## src/rtl/pstall_pkg.sv

```systemverilog
package pstall_pkg;

    // Number of tracked stages (decode, execute, memory, write-back)
    localparam int unsigned NUM_TRK = 4;

    // Positions of the tracked stages in the state vector
    localparam int unsigned ST_DEC = 0;
    localparam int unsigned ST_EXE = 1;
    localparam int unsigned ST_MEM = 2;
    localparam int unsigned ST_WB  = 3;

    // Producer stages checked for read-after-write: execute and memory
    localparam int unsigned RAW_SPAN = ST_WB - ST_EXE;

    typedef enum logic [1:0] {
        PORT_IDLE  = 2'd0,
        PORT_FETCH = 2'd1,
        PORT_OPRD  = 2'd2,
        PORT_RSWR  = 2'd3
    } port_sel_e;

endpackage

```

## src/rtl/pstall_raw_chk.sv

```systemverilog
module pstall_raw_chk #(
    parameter int unsigned REG_AW = 5,
    parameter int unsigned NPROD  = 2
) (
    input  logic                          cons_vld_i,
    input  logic [REG_AW-1:0]             cons_src_a_i,
    input  logic [REG_AW-1:0]             cons_src_b_i,
    input  logic [NPROD-1:0]              prod_vld_i,
    input  logic [NPROD-1:0][REG_AW-1:0]  prod_dst_i,
    output logic                          hit_o
);

    logic [NPROD-1:0] match;

    generate
        for (genvar p = 0; p < NPROD; p++) begin : g_prod
            logic owes;
            // A producer only owes a value if it is real and targets a nonzero register
            assign owes     = prod_vld_i[p] && (prod_dst_i[p] != '0);
            assign match[p] = owes && ((prod_dst_i[p] == cons_src_a_i) ||
                                       (prod_dst_i[p] == cons_src_b_i));
        end
    endgenerate

    assign hit_o = cons_vld_i && (|match);

endmodule

```

## src/rtl/pstall_port_arb.sv

```systemverilog
module pstall_port_arb
    import pstall_pkg::*;
(
    input  logic      opr_req_i,
    input  logic      rsw_req_i,
    input  logic      fe_vld_i,
    input  logic      front_hold_i,
    output port_sel_e sel_o,
    output logic      fetch_stall_o,
    output logic      fetch_take_o,
    output logic      collide_o
);

    logic data_busy;

    always_comb begin
        data_busy     = opr_req_i || rsw_req_i;
        collide_o     = opr_req_i && rsw_req_i;
        fetch_stall_o = data_busy || front_hold_i;
        fetch_take_o  = fe_vld_i && !fetch_stall_o;
        if (rsw_req_i) begin
            sel_o = PORT_RSWR;
        end else if (opr_req_i) begin
            sel_o = PORT_OPRD;
        end else if (fetch_take_o) begin
            sel_o = PORT_FETCH;
        end else begin
            sel_o = PORT_IDLE;
        end
    end

endmodule

```

## src/rtl/pstall_ctrl.sv

```systemverilog
module pstall_ctrl
    import pstall_pkg::*;
#(
    parameter int unsigned REG_AW = 5
) (
    input  logic               clk_i,
    input  logic               rst_i,
    input  logic               fe_vld_i,
    input  logic [REG_AW-1:0]  fe_src_a_i,
    input  logic [REG_AW-1:0]  fe_src_b_i,
    input  logic [REG_AW-1:0]  fe_dst_i,
    input  logic               fe_mrd_i,
    input  logic               fe_mwr_i,
    output logic               fetch_stall_o,
    output logic               decode_stall_o,
    output logic               exec_stall_o,
    output logic [1:0]         port_sel_o,
    output logic [NUM_TRK-1:0] stage_vld_o,
    output logic [REG_AW-1:0]  retire_dst_o
);

    typedef struct packed {
        logic              vld;
        logic [REG_AW-1:0] sa;
        logic [REG_AW-1:0] sb;
        logic [REG_AW-1:0] dst;
        logic              mrd;
        logic              mwr;
    } slot_t;

    typedef struct packed {
        slot_t [NUM_TRK-1:0] stg;
    } state_t;

    localparam slot_t EMPTY = '0;

    state_t st_d, st_q;

    // Hazard detection signals
    logic                           raw_hit;
    logic                           collide;
    logic                           front_hold;
    logic                           fetch_take;
    logic                           fetch_stall;
    port_sel_e                      port_sel;
    logic [RAW_SPAN-1:0]            prod_vld;
    logic [RAW_SPAN-1:0][REG_AW-1:0] prod_dst;
    slot_t                          fe_slot;

    generate
        for (genvar k = 0; k < RAW_SPAN; k++) begin : g_prod_tap
            assign prod_vld[k] = st_q.stg[ST_EXE + k].vld;
            assign prod_dst[k] = st_q.stg[ST_EXE + k].dst;
        end
        for (genvar s = 0; s < NUM_TRK; s++) begin : g_vld_out
            assign stage_vld_o[s] = st_q.stg[s].vld;
        end
    endgenerate

    pstall_raw_chk #(
        .REG_AW (REG_AW),
        .NPROD  (RAW_SPAN)
    ) raw_i (
        .cons_vld_i   (st_q.stg[ST_DEC].vld),
        .cons_src_a_i (st_q.stg[ST_DEC].sa),
        .cons_src_b_i (st_q.stg[ST_DEC].sb),
        .prod_vld_i   (prod_vld),
        .prod_dst_i   (prod_dst),
        .hit_o        (raw_hit)
    );

    assign front_hold = raw_hit || collide;

    pstall_port_arb arb_i (
        .opr_req_i     (st_q.stg[ST_EXE].vld && st_q.stg[ST_EXE].mrd),
        .rsw_req_i     (st_q.stg[ST_WB].vld && st_q.stg[ST_WB].mwr),
        .fe_vld_i      (fe_vld_i),
        .front_hold_i  (front_hold),
        .sel_o         (port_sel),
        .fetch_stall_o (fetch_stall),
        .fetch_take_o  (fetch_take),
        .collide_o     (collide)
    );

    always_comb begin
        fe_slot     = EMPTY;
        fe_slot.vld = 1'b1;
        fe_slot.sa  = fe_src_a_i;
        fe_slot.sb  = fe_src_b_i;
        fe_slot.dst = fe_dst_i;
        fe_slot.mrd = fe_mrd_i;
        fe_slot.mwr = fe_mwr_i;
    end

    always_comb begin
        st_d = st_q;
        // Write-back always takes whatever the memory stage holds
        st_d.stg[ST_WB] = st_q.stg[ST_MEM];
        if (collide) begin
            // Older write owns the port: hold decode and execute, bubble into memory stage
            st_d.stg[ST_MEM] = EMPTY;
            st_d.stg[ST_EXE] = st_q.stg[ST_EXE];
            st_d.stg[ST_DEC] = st_q.stg[ST_DEC];
        end else begin
            st_d.stg[ST_MEM] = st_q.stg[ST_EXE];
            if (raw_hit) begin
                st_d.stg[ST_EXE] = EMPTY;
                st_d.stg[ST_DEC] = st_q.stg[ST_DEC];
            end else begin
                st_d.stg[ST_EXE] = st_q.stg[ST_DEC];
                st_d.stg[ST_DEC] = fetch_take ? fe_slot : EMPTY;
            end
        end
        if (rst_i) begin
            st_d = '0;
        end
    end

    always_ff @(posedge clk_i) begin
        st_q <= st_d;
    end

    assign fetch_stall_o  = fetch_stall;
    assign decode_stall_o = front_hold;
    assign exec_stall_o   = collide;
    assign port_sel_o     = port_sel;
    assign retire_dst_o   = st_q.stg[ST_WB].dst;

endmodule

```

## config.mk

```make
export PLATFORM = sky130hd
export DESIGN_NAME = pstall_ctrl
export DESIGN_NICKNAME = d
export VERILOG_FILES = /design/src/rtl/pstall_pkg.sv /design/src/rtl/pstall_raw_chk.sv /design/src/rtl/pstall_port_arb.sv /design/src/rtl/pstall_ctrl.sv
export SDC_FILE = /design/constraint.sdc
export NUM_CORES = 1
export LEC_CHECK = 0
export BUFFER_PORTS_ARGS = -buffer_cell sky130_fd_sc_hd__buf_2
export CAP_MARGIN = 10
export CORE_ASPECT_RATIO = 0.75
export CORE_MARGIN = 5
export CORE_UTILIZATION = 30
export DETAILED_ROUTE_END_ITERATION = 8
export REMOVE_ABC_BUFFERS = 1
export SYNTH_ARGS = -nofsm -noshare
export SYNTH_HDL_FRONTEND = slang
export SYNTH_SLANG_ARGS = --single-unit
```

## constraint.sdc

```tcl
create_clock -name clk_i -period 2.3 [get_ports clk_i]
set_clock_uncertainty 0.05 [all_clocks]
set_input_delay 0.115 -clock clk_i [delete_from_list [all_inputs] [get_ports clk_i]]
set_output_delay 0.115 -clock clk_i [all_outputs]
set_load 0.01 [all_outputs]
```

# Word level (Yosys, flattened, before mapping)

Index checks and enable logic that the tools add are counted.

Register bits after elaboration: 40
Bits of input ports: 20
Output and inout bits: 14
Word-level logic and storage cells: 47

Equality and inequality tests: 4
Multiplexer cells: 5
Bitwise logic cells: 2
Reductions and logical operators: 20

Operators with widths:

| operator            | number |
|---|---|
| two-way mux 36 bit  | 1 |
| equality test 5 bit | 4 |
| two-way mux 18 bit  | 1 |
| nonzero test 5 bit  | 2 |
| logical AND 1 bit   | 9 |
| logical OR 1 bit    | 5 |
| two-way mux 2 bit   | 2 |
| OR reduction 2 bit  | 2 |
| NOT 1 bit           | 2 |
| AND reduction 2 bit | 1 |
| zero test 1 bit     | 1 |
| two-way mux 1 bit   | 1 |

# Longest topological paths before layout

Gate-level depths: netlist of the first run.

Word-level depth: 12
Gate-level depth with buffers: 7
Depth with buffers taken out: 6

# Cells and area by module

From an unflattened synthesis of the first run, not the netlist that was laid out.

Cells, all modules: 199
Area, all modules: 1,868.0 µm²

Modules (own cells, without submodules):

| module          | instances | cells an instance | area each (µm²) | sequential area each (µm²) |
|---|---|---|---|---|
| pstall_ctrl     | 1         | 158               | 1,564.0         | 800.8 |
| pstall_raw_chk  | 1         | 35                | 261.5           | 0.0 |
| pstall_port_arb | 1         | 6                 | 42.5            | 0.0 |

# Least setup slack after synthesis of the first run

No wires, ideal clock.

Path kind: flip-flop to flip-flop
From: register st_q, in the netlist prod_dst[6]
To: register st_q[0] in the netlist's numbering
Setup time: 60 ps
Data arrival time: 1,977 ps
Data required time: 2,190 ps
Setup slack: 214 ps
Cell stages (with the launch flop): 8
Path buffers: 1
Period minus slack after synthesis: 2,086 ps
Cells stage by stage: dfxtp_1 > or4_1 > o21ai_1 > nor2_1 > a22oi_4 > nor4b_4 > buf_6 > a22o_1

Cells in the longest elaborated chain, start to end: 10
Elaborated cells on any way between the ends: 15
Classes of those cells: eq/ne (2); mux (1); bitwise (1); reduce/logical (11)

Ends and longest elaborated chain:

| what                                                         | line                                       | RTL |
|---|---|---|
| from (decl)                                                  | pstall_ctrl.sv:37                          | `state_t st_d, st_q;` |
| from (signal assigned)                                       | pstall_ctrl.sv:120                         | `st_q <= st_d;` |
| equality test 5 bit (tied with other cells)                  | pstall_raw_chk.sv:20                       | `assign match[p] = owes && ((prod_dst_i[p] == cons_src_a_i) \|\|` |
| logical OR 1 bit / logical AND 1 bit (equally long branches) | pstall_raw_chk.sv:20, pstall_raw_chk.sv:19 |  |
| logical AND 1 bit (*)                                        | pstall_raw_chk.sv:20                       |  |
| OR reduction 2 bit (*)                                       | pstall_raw_chk.sv:25                       | `assign hit_o = cons_vld_i && (\|match);` |
| logical AND 1 bit (*)                                        | pstall_raw_chk.sv:25                       |  |
| logical OR 1 bit                                             | pstall_ctrl.sv:72                          | `assign front_hold = raw_hit \|\| collide;` |
| logical OR 1 bit                                             | pstall_port_arb.sv:19                      | `fetch_stall_o = data_busy \|\| front_hold_i;` |
| zero test 1 bit                                              | pstall_port_arb.sv:20                      | `fetch_take_o = fe_vld_i && !fetch_stall_o;` |
| logical AND 1 bit                                            | pstall_port_arb.sv:20                      |  |
| two-way mux 18 bit                                           | pstall_ctrl.sv:111                         | `st_d.stg[ST_DEC] = fetch_take ? fe_slot : EMPTY;` |

Every way passes the cells marked *; elsewhere a longest branch is shown, timed or not.
A chain may end at the register's enable or synchronous reset.

# Worst setup path in the final report of the first run

From: register st_q, in the netlist prod_dst[6]
To: output port_sel_o[0]

Cells in the longest elaborated chain, start to end: 12
Elaborated cells on any way between the ends: 15
Classes of those cells: eq/ne (2); mux (3); reduce/logical (10)

Ends and longest elaborated chain:

| what                                                         | line                                       | RTL |
|---|---|---|
| equality test 5 bit (tied with other cells)                  | pstall_raw_chk.sv:20                       |  |
| logical OR 1 bit / logical AND 1 bit (equally long branches) | pstall_raw_chk.sv:20, pstall_raw_chk.sv:19 |  |
| logical AND 1 bit (*)                                        | pstall_raw_chk.sv:20                       |  |
| OR reduction 2 bit (*)                                       | pstall_raw_chk.sv:25                       |  |
| logical AND 1 bit (*)                                        | pstall_raw_chk.sv:25                       |  |
| logical OR 1 bit (*)                                         | pstall_ctrl.sv:72                          |  |
| logical OR 1 bit (*)                                         | pstall_port_arb.sv:19                      |  |
| zero test 1 bit (*)                                          | pstall_port_arb.sv:20                      |  |
| logical AND 1 bit (*)                                        | pstall_port_arb.sv:20                      |  |
| two-way mux 1 bit (*)                                        | pstall_port_arb.sv:25                      | `end else if (fetch_take_o) begin` |
| two-way mux 2 bit (*)                                        | pstall_port_arb.sv:23                      | `end else if (opr_req_i) begin` |
| two-way mux 2 bit (*)                                        | pstall_port_arb.sv:21                      | `if (rsw_req_i) begin` |
| to (decl)                                                    | pstall_ctrl.sv:17                          | `output logic [1:0] port_sel_o,` |

Marks and branches as above.

==> flow_metrics.py, run 1 <==
metrics = {
    "run_status": {
        "run_status": "completed",
    },
    "setup_path": {
        "critPathLaunchType": "flip-flop",
        "critPathBufInv": 1,
        "path_cells": "or4_4 -> o21ai_4 -> nor2_2 -> a22oi_4 -> nand3_2 -> o21ai_1 -> buf_2",
        "end_kind": "primary output",
        "crit_fanout": 5,
        "critPathTopFamily": "simple AND/OR/NAND/NOR gates",
        "crit_path_max_incr_delay_ps": 540,
        "crit_required_ps": 2130,
        "crit_type": "reg -> out",
        "slowest_stage": "or4_4",
        "timing.reg2reg.setup_slack_ps": 140,
        "worstPathArrival_ps": 2040,
    },
    "yosys": {
        "synth.cell_area_sq_mm": 0.001630,
        "ys_warn_count": 0,
        "ys_top_cells_by_count": "40 x dfxtp_1, 20 x xnor2_1, 17 x a22o_1",
        "yosys.area_share.simple": 0.1850,
        "syn_avg_cell_area_sq_um": 10.25,
        "synth_cell_types": 25,
        "synth_top_area_frac": 0.4912,
        "synth-seq-area-share": 0.4912,
        "synthAdderAreaFrac": 0,
        "synth_compound_area_frac": 0.1543,
        "synth.area.mux_share": 0,
        "synth_top_family_by_area": "simple AND/OR/NAND/NOR gates",
        "post-synth-top-count-cell": "dfxtp_1",
        "synth-xor-area-share": 0.1074,
        "yosys.area.top_type": "dfxtp_1",
        "synthArstFlopShare": 0,
        "synth_cells": 159,
        "synth_area_leaders": "dfxtp_1 49%, xnor2_1 11%, a22o_1 9.1%, buf_4 4.1%, nand2b_1 3.1%",
        "ys.flop_type": "dfxtp_1",
        "synth-edff-count": 0,
        "synth.ff_latch_count": 40,
    },
    "clock_tree": {
        "cts-root-buf": "clkbuf_8",
        "cts_buffer_depth": 2,
        "insertion_delay_ps": 290,
        "h-tree-depth": 2,
        "numCtsBuffers": 5,
        "cts_tree": "done",
        "clkTransAtPathRegs_ps": 80,
        "cts.sinks": 40,
    },
    "global_routing": {
        "grt_overflow": 0,
        "grt_max_degree": 25,
        "grt_pass1_wl_um": 5768,
        "grt_pass1_vias": 1169,
        "antenna_found_initial": 0,
        "track_usage": 0.1085,
    },
    "final_layout": {
        "multi_input_area_sq_um": 753.2,
        "fin_nets": 227,
        "fillers": 547,
        "drive_gt1_frac": 0.2740,
        "area_growth_pct": 31.08,
        "ff_latch_area_sq_um": 807.0,
        "diodes": 0,
    },
    "sta": {
        "tns_ps": 0,
        "worst_slack_ps": 93.91,
        "drv_slew": 0,
        "max_freq_ghz": 0.4533,
        "period_share": 0.9592,
        "rsz0062_at_grt": "no",
        "worstMarginPinSlew_ps": 382.3,
        "slew_headroom": 0.7442,
        "fin_crit_ps": 2206,
        "final-setup-viol-count": 0,
        "finalHoldViolCount": 0,
        "holdWs_ps": 7.598,
    },
    "route": {
        "avgRoutedWirePerCell_um": 12.53,
        "drtIter0Drc": 60,
        "dr.pass1.iters": 3,
        "vias": 1214,
        "antenna_left": 0,
        "drc": 0,
        "vias_per_cell": 4.290,
        "drt_wl_total_um": 3547,
    },
    "floorplan": {
        "num_rows": 23,
        "fp.dieH_um": 73.84,
        "core_sq_mm": 0.005295,
        "start_util": 0.3079,
        "dieArea_sq_mm": 0.007024,
        "boundaryPins": 34,
        "die_x_um": 95.12,
    },
    "pwr": {
        "power_density_mw_per_mm2": 666.2,
        "p_leak_nw": 0.9028,
        "ir_drop_uv": 220.7,
    },
    "run": {
        "max_cap_viol_count": 0,
    },
    "worst_hold_path": {
        "min_path_type": "in -> reg",
    },
    "placed_design": {
        "place_congestion": 0.8580,
        "portBuffers": 33,
        "place_ws_ps": 149.6,
        "hpwl_um": 2584,
    },
}
==> through the flow <==
step,power [mW],utilization,area (sq um),instances
after floorplan,0.8139,-,1540,146
after global placement,0.8589,0.3455,1829,258
after detailed placement,0.8597,0.3455,1829,258
after CTS,1.446,0.3956,2095,281
after global routing,1.487,0.4036,2137,283
final,1.424,0.4036,2137,283
==> layout make-up <==
type	instances	share of cell area
flip-flops and latches	40	0.3776
multi-input cells	103	0.3525
repair buffers	54	0.1686
well taps	75	0.04391
clock buffers	5	0.03220
clock inverters	3	0.01991
inverters	3	0.005269
==> kinds of logic after synthesis <==
| logic type | count (synthesis) |
|---|---|
| flops | 40 |
| simple gates | 50 |
| compound gates | 33 |
| xor+xnor | 20 |
| buf+inv | 16 |
==> sequential cells by signal, indices dropped and copies added (netlist names) <==
| signal | flops |
|---|---|
| stage_vld_o | 4 |
| prod_dst | 10 |
| retire_dst_o | 5 |
| st_q | 21 |
==> final timing paths <==
check / from / to / cells after the start
worst max-delay path: prod_dst[6] / port_sel_o[0] / 7
worst min-delay path: fe_dst_i[4] / st_q[6] / 2
worst max register to register: prod_dst[6] / st_q[7] / 7
worst min register to register: st_q[36] / st_q[54] / 1
==> timing repair <==
action	CTS	global route
endpoints found under the hold margin	15	0
hold buffers	15	0
pin swaps	0	4
resized for setup	1	10
endpoints found under the setup margin	1	2
setup buffers	0	2
gates cloned	0	0
==> cells in the final DEF, fill, tap and decap left out, types with 2 or more instances in the layout <==
cell,netlist,final
nand3b_1,6,6
dlygate4sd3_1,0,15
o22ai_1,2,2
a22o_1,17,17
a21oi_1,2,2
dfxtp_2,0,2
clkbuf_8,0,5
nor2b_1,7,7
nor2_1,5,4
inv_1,2,2
xnor2_1,20,20
buf_4,9,6
buf_2,0,33
nand3_1,5,4
and2_1,7,7
dfxtp_1,40,37
o21ai_0,7,6
o21ai_1,2,2
nand2b_1,8,8
nand2_1,8,7
==> report_power, final <==
part	switching, mW	internal [mW]
combinational	0.0522	0.0759
clock	0.240	0.321
sequential	0.0222	0.713
total	0.314	1.11
==> per-layer routing <==
metal  part of all wire  global-route usage
met4             0.0068             0.04160
met3              0.045             0.03275
met1               0.53              0.1572
met2               0.42              0.1490
met5                  0                   0
Power figures use the tool's default switching activity.
==> inputs of run 2 (changes only) <==
--- a/config.mk
+++ b/config.mk
@@ -11,6 +11,7 @@
 export CORE_MARGIN = 5
 export CORE_UTILIZATION = 30
 export DETAILED_ROUTE_END_ITERATION = 8
+export RECOVER_POWER = 25
 export REMOVE_ABC_BUFFERS = 1
 export SYNTH_ARGS = -nofsm -noshare
 export SYNTH_HDL_FRONTEND = slang
==> run 2 against run 1 <==
Cell area is 0.35% lower. Register-to-register slack barely moved. Cell count unchanged. Count of clock-buffer cells in the layout unchanged. Power barely moved. First-iteration DRC count is 5.0% lower. Via count is essentially flat. Critical path depth unchanged. Largest power group unchanged.
==> flow_metrics.py, run 2 (synthesized netlist as in run 1, its figures left out) <==
metrics = {
    "final_layout": {
        "fin_nets": 227,
        "diodes": 0,
        "fin_util": 0.4022,
        "fillers": 549,
        "largest_register": "st_q",
        "layout_common_cells": "37 x dfxtp_1, 27 x buf_2, 20 x xnor2_1",
        "area_growth_pct": 30.62,
        "layout_commonest_cell": "dfxtp_1",
        "largest_register_ffs": 21,
        "layout.cells.non_filler": 283,
        "drive_gt1_frac": 0.2452,
    },
    "setup_path": {
        "timing.reg2reg.setup_slack_ps": 140,
        "end_kind": "primary output",
        "r2r_cells": 7,
        "crit_path_max_incr_delay_ps": 540,
        "critPathTopFamily": "simple AND/OR/NAND/NOR gates",
        "critPathLaunchType": "flip-flop",
        "timing.rr.start": "prod_dst[6]",
        "critPathBufInv": 1,
        "crit_type": "reg -> out",
        "crit_required_ps": 2130,
        "worstPathArrival_ps": 2040,
        "slowest_stage": "or4_4",
        "reg2reg_to": "st_q[7]",
        "path_cells": "or4_4 -> o21ai_4 -> nor2_2 -> a22oi_4 -> nand3_2 -> o21ai_1 -> buf_2",
        "crit_fanout": 5,
    },
    "clock_tree": {
        "cts_tree": "done",
        "numCtsBuffers": 5,
        "cts_buffer_depth": 2,
        "cts.sinks": 40,
        "clkTransAtPathRegs_ps": 80,
        "cts-root-buf": "clkbuf_8",
        "insertion_delay_ps": 290,
        "h-tree-depth": 2,
    },
    "floorplan": {
        "num_rows": 23,
        "boundaryPins": 34,
        "dieArea_sq_mm": 0.007024,
        "start_util": 0.3079,
        "die_x_um": 95.12,
        "core_sq_mm": 0.005295,
        "fp.dieH_um": 73.84,
    },
    "pwr": {
        "ir_drop_uv": 220.8,
        "pwr-share-seq": 0.516,
        "swShare": 0.2207,
        "finalPower_mw": 1.423,
        "p_leak_nw": 0.8766,
        "power_density_mw_per_mm2": 668.4,
        "p_switching_uw": 314.2,
        "clkPwrFrac": 0.394,
        "power.internal_mw": 1.109,
        "power_frac_comb": 0.090,
    },
    "route": {
        "drtIter0Drc": 57,
        "dr.pass1.iters": 3,
        "vias_per_cell": 4.286,
        "drc": 0,
        "avgRoutedWirePerCell_um": 12.58,
        "vias": 1213,
        "antenna_left": 0,
        "drt_wl_total_um": 3559,
    },
    "run": {
        "max_cap_viol_count": 0,
    },
    "sta": {
        "drv_slew": 0,
        "final-setup-viol-count": 0,
        "rsz0062_at_grt": "no",
        "worstMarginPinSlew_ps": 382.3,
        "worst_slack_ps": 94.11,
        "period_share": 0.9591,
        "slew_headroom": 0.7442,
        "fin_crit_ps": 2206,
        "finalHoldViolCount": 0,
        "max_freq_ghz": 0.4533,
        "tns_ps": 0,
    },
    "placed_design": {
        "portBuffers": 33,
        "hpwl_um": 2584,
        "dp_cells": 258,
        "place_ws_ps": 149.6,
        "place_congestion": 0.8580,
    },
    "global_routing": {
        "grt_overflow": 0,
        "grt_pass1_vias": 1169,
        "grt_max_degree": 25,
        "grt_pass1_wl_um": 5768,
        "track_usage": 0.1085,
        "antenna_found_initial": 0,
    },
    "worst_hold_path": {
        "holdCritStartpoint": "fe_dst_i[4]",
        "whs_path_depth": 2,
        "holdPathEnd": "st_q[6]",
        "min_path_type": "in -> reg",
    },
    "run_status": {
        "run_status": "completed",
    },
}
## run 2: changes by cell type in the layout (fill, tap and decap cells not counted)
cell      before  now
clkbuf_1       0    6
buf_2         33   27
## run 2: power groups by stage
stage	Combinational (mW)	Sequential, mW	Clock (mW)
after floorplan	0.0670	0.747	0
after global placement	0.107	0.752	0
after detailed placement	0.108	0.752	0
after CTS	0.128	0.735	0.582
after global routing	0.143	0.738	0.605
final	0.128	0.735	0.560
## run 2: through the flow
step	cell area (sq um)	hold WS, ps
after floorplan	1540	136.6
after global placement	1829	287.0
after detailed placement	1829	288.0
after CTS	2095	1.361
after global routing	2130	12.07
final	2130	7.606
## run 2: layer usage
metal  GRT usage  part of all wire
met3     0.03275             0.045
met5           0                 0
met4     0.04160            0.0067
met1      0.1572              0.53
met2      0.1490              0.42
## run 2: final cells by class
cell class | count | area, sq um | share of cell area
clock buffers | 5 | 68.82 | 0.03231
clock inverters | 3 | 42.54 | 0.01998
inverters | 3 | 11.26 | 0.005288
multi-input cells | 103 | 753.2 | 0.3537
flip-flops and latches | 40 | 807.0 | 0.3790
well taps | 75 | 93.84 | 0.04407
repair buffers | 54 | 352.8 | 0.1657
## run 2: worst max-delay path by stage
| stage | from | to | slack, ps | depth (start not counted) |
|---|---|---|---|---|
| after floorplan | prod_dst[6] | st_q[0] | 110 | 6 |
| after global placement | prod_dst[7] | st_q[9] | 180 | 7 |
| after detailed placement | prod_dst[7] | st_q[8] | 150 | 7 |
| after CTS | prod_dst[7] | port_sel_o[0] | 20 | 7 |
| after global routing | prod_dst[6] | port_sel_o[0] | 0.8 | 7 |
| final | prod_dst[6] | port_sel_o[0] | 90 | 7 |
## run 2: timing repair
item	in CTS	in global routing
hold buffers	15	0
buffers inserted	0	2
gates resized for setup	1	10
pin swaps	0	4
setup endpoints to repair	1	2
endpoints found under the hold margin	15	0
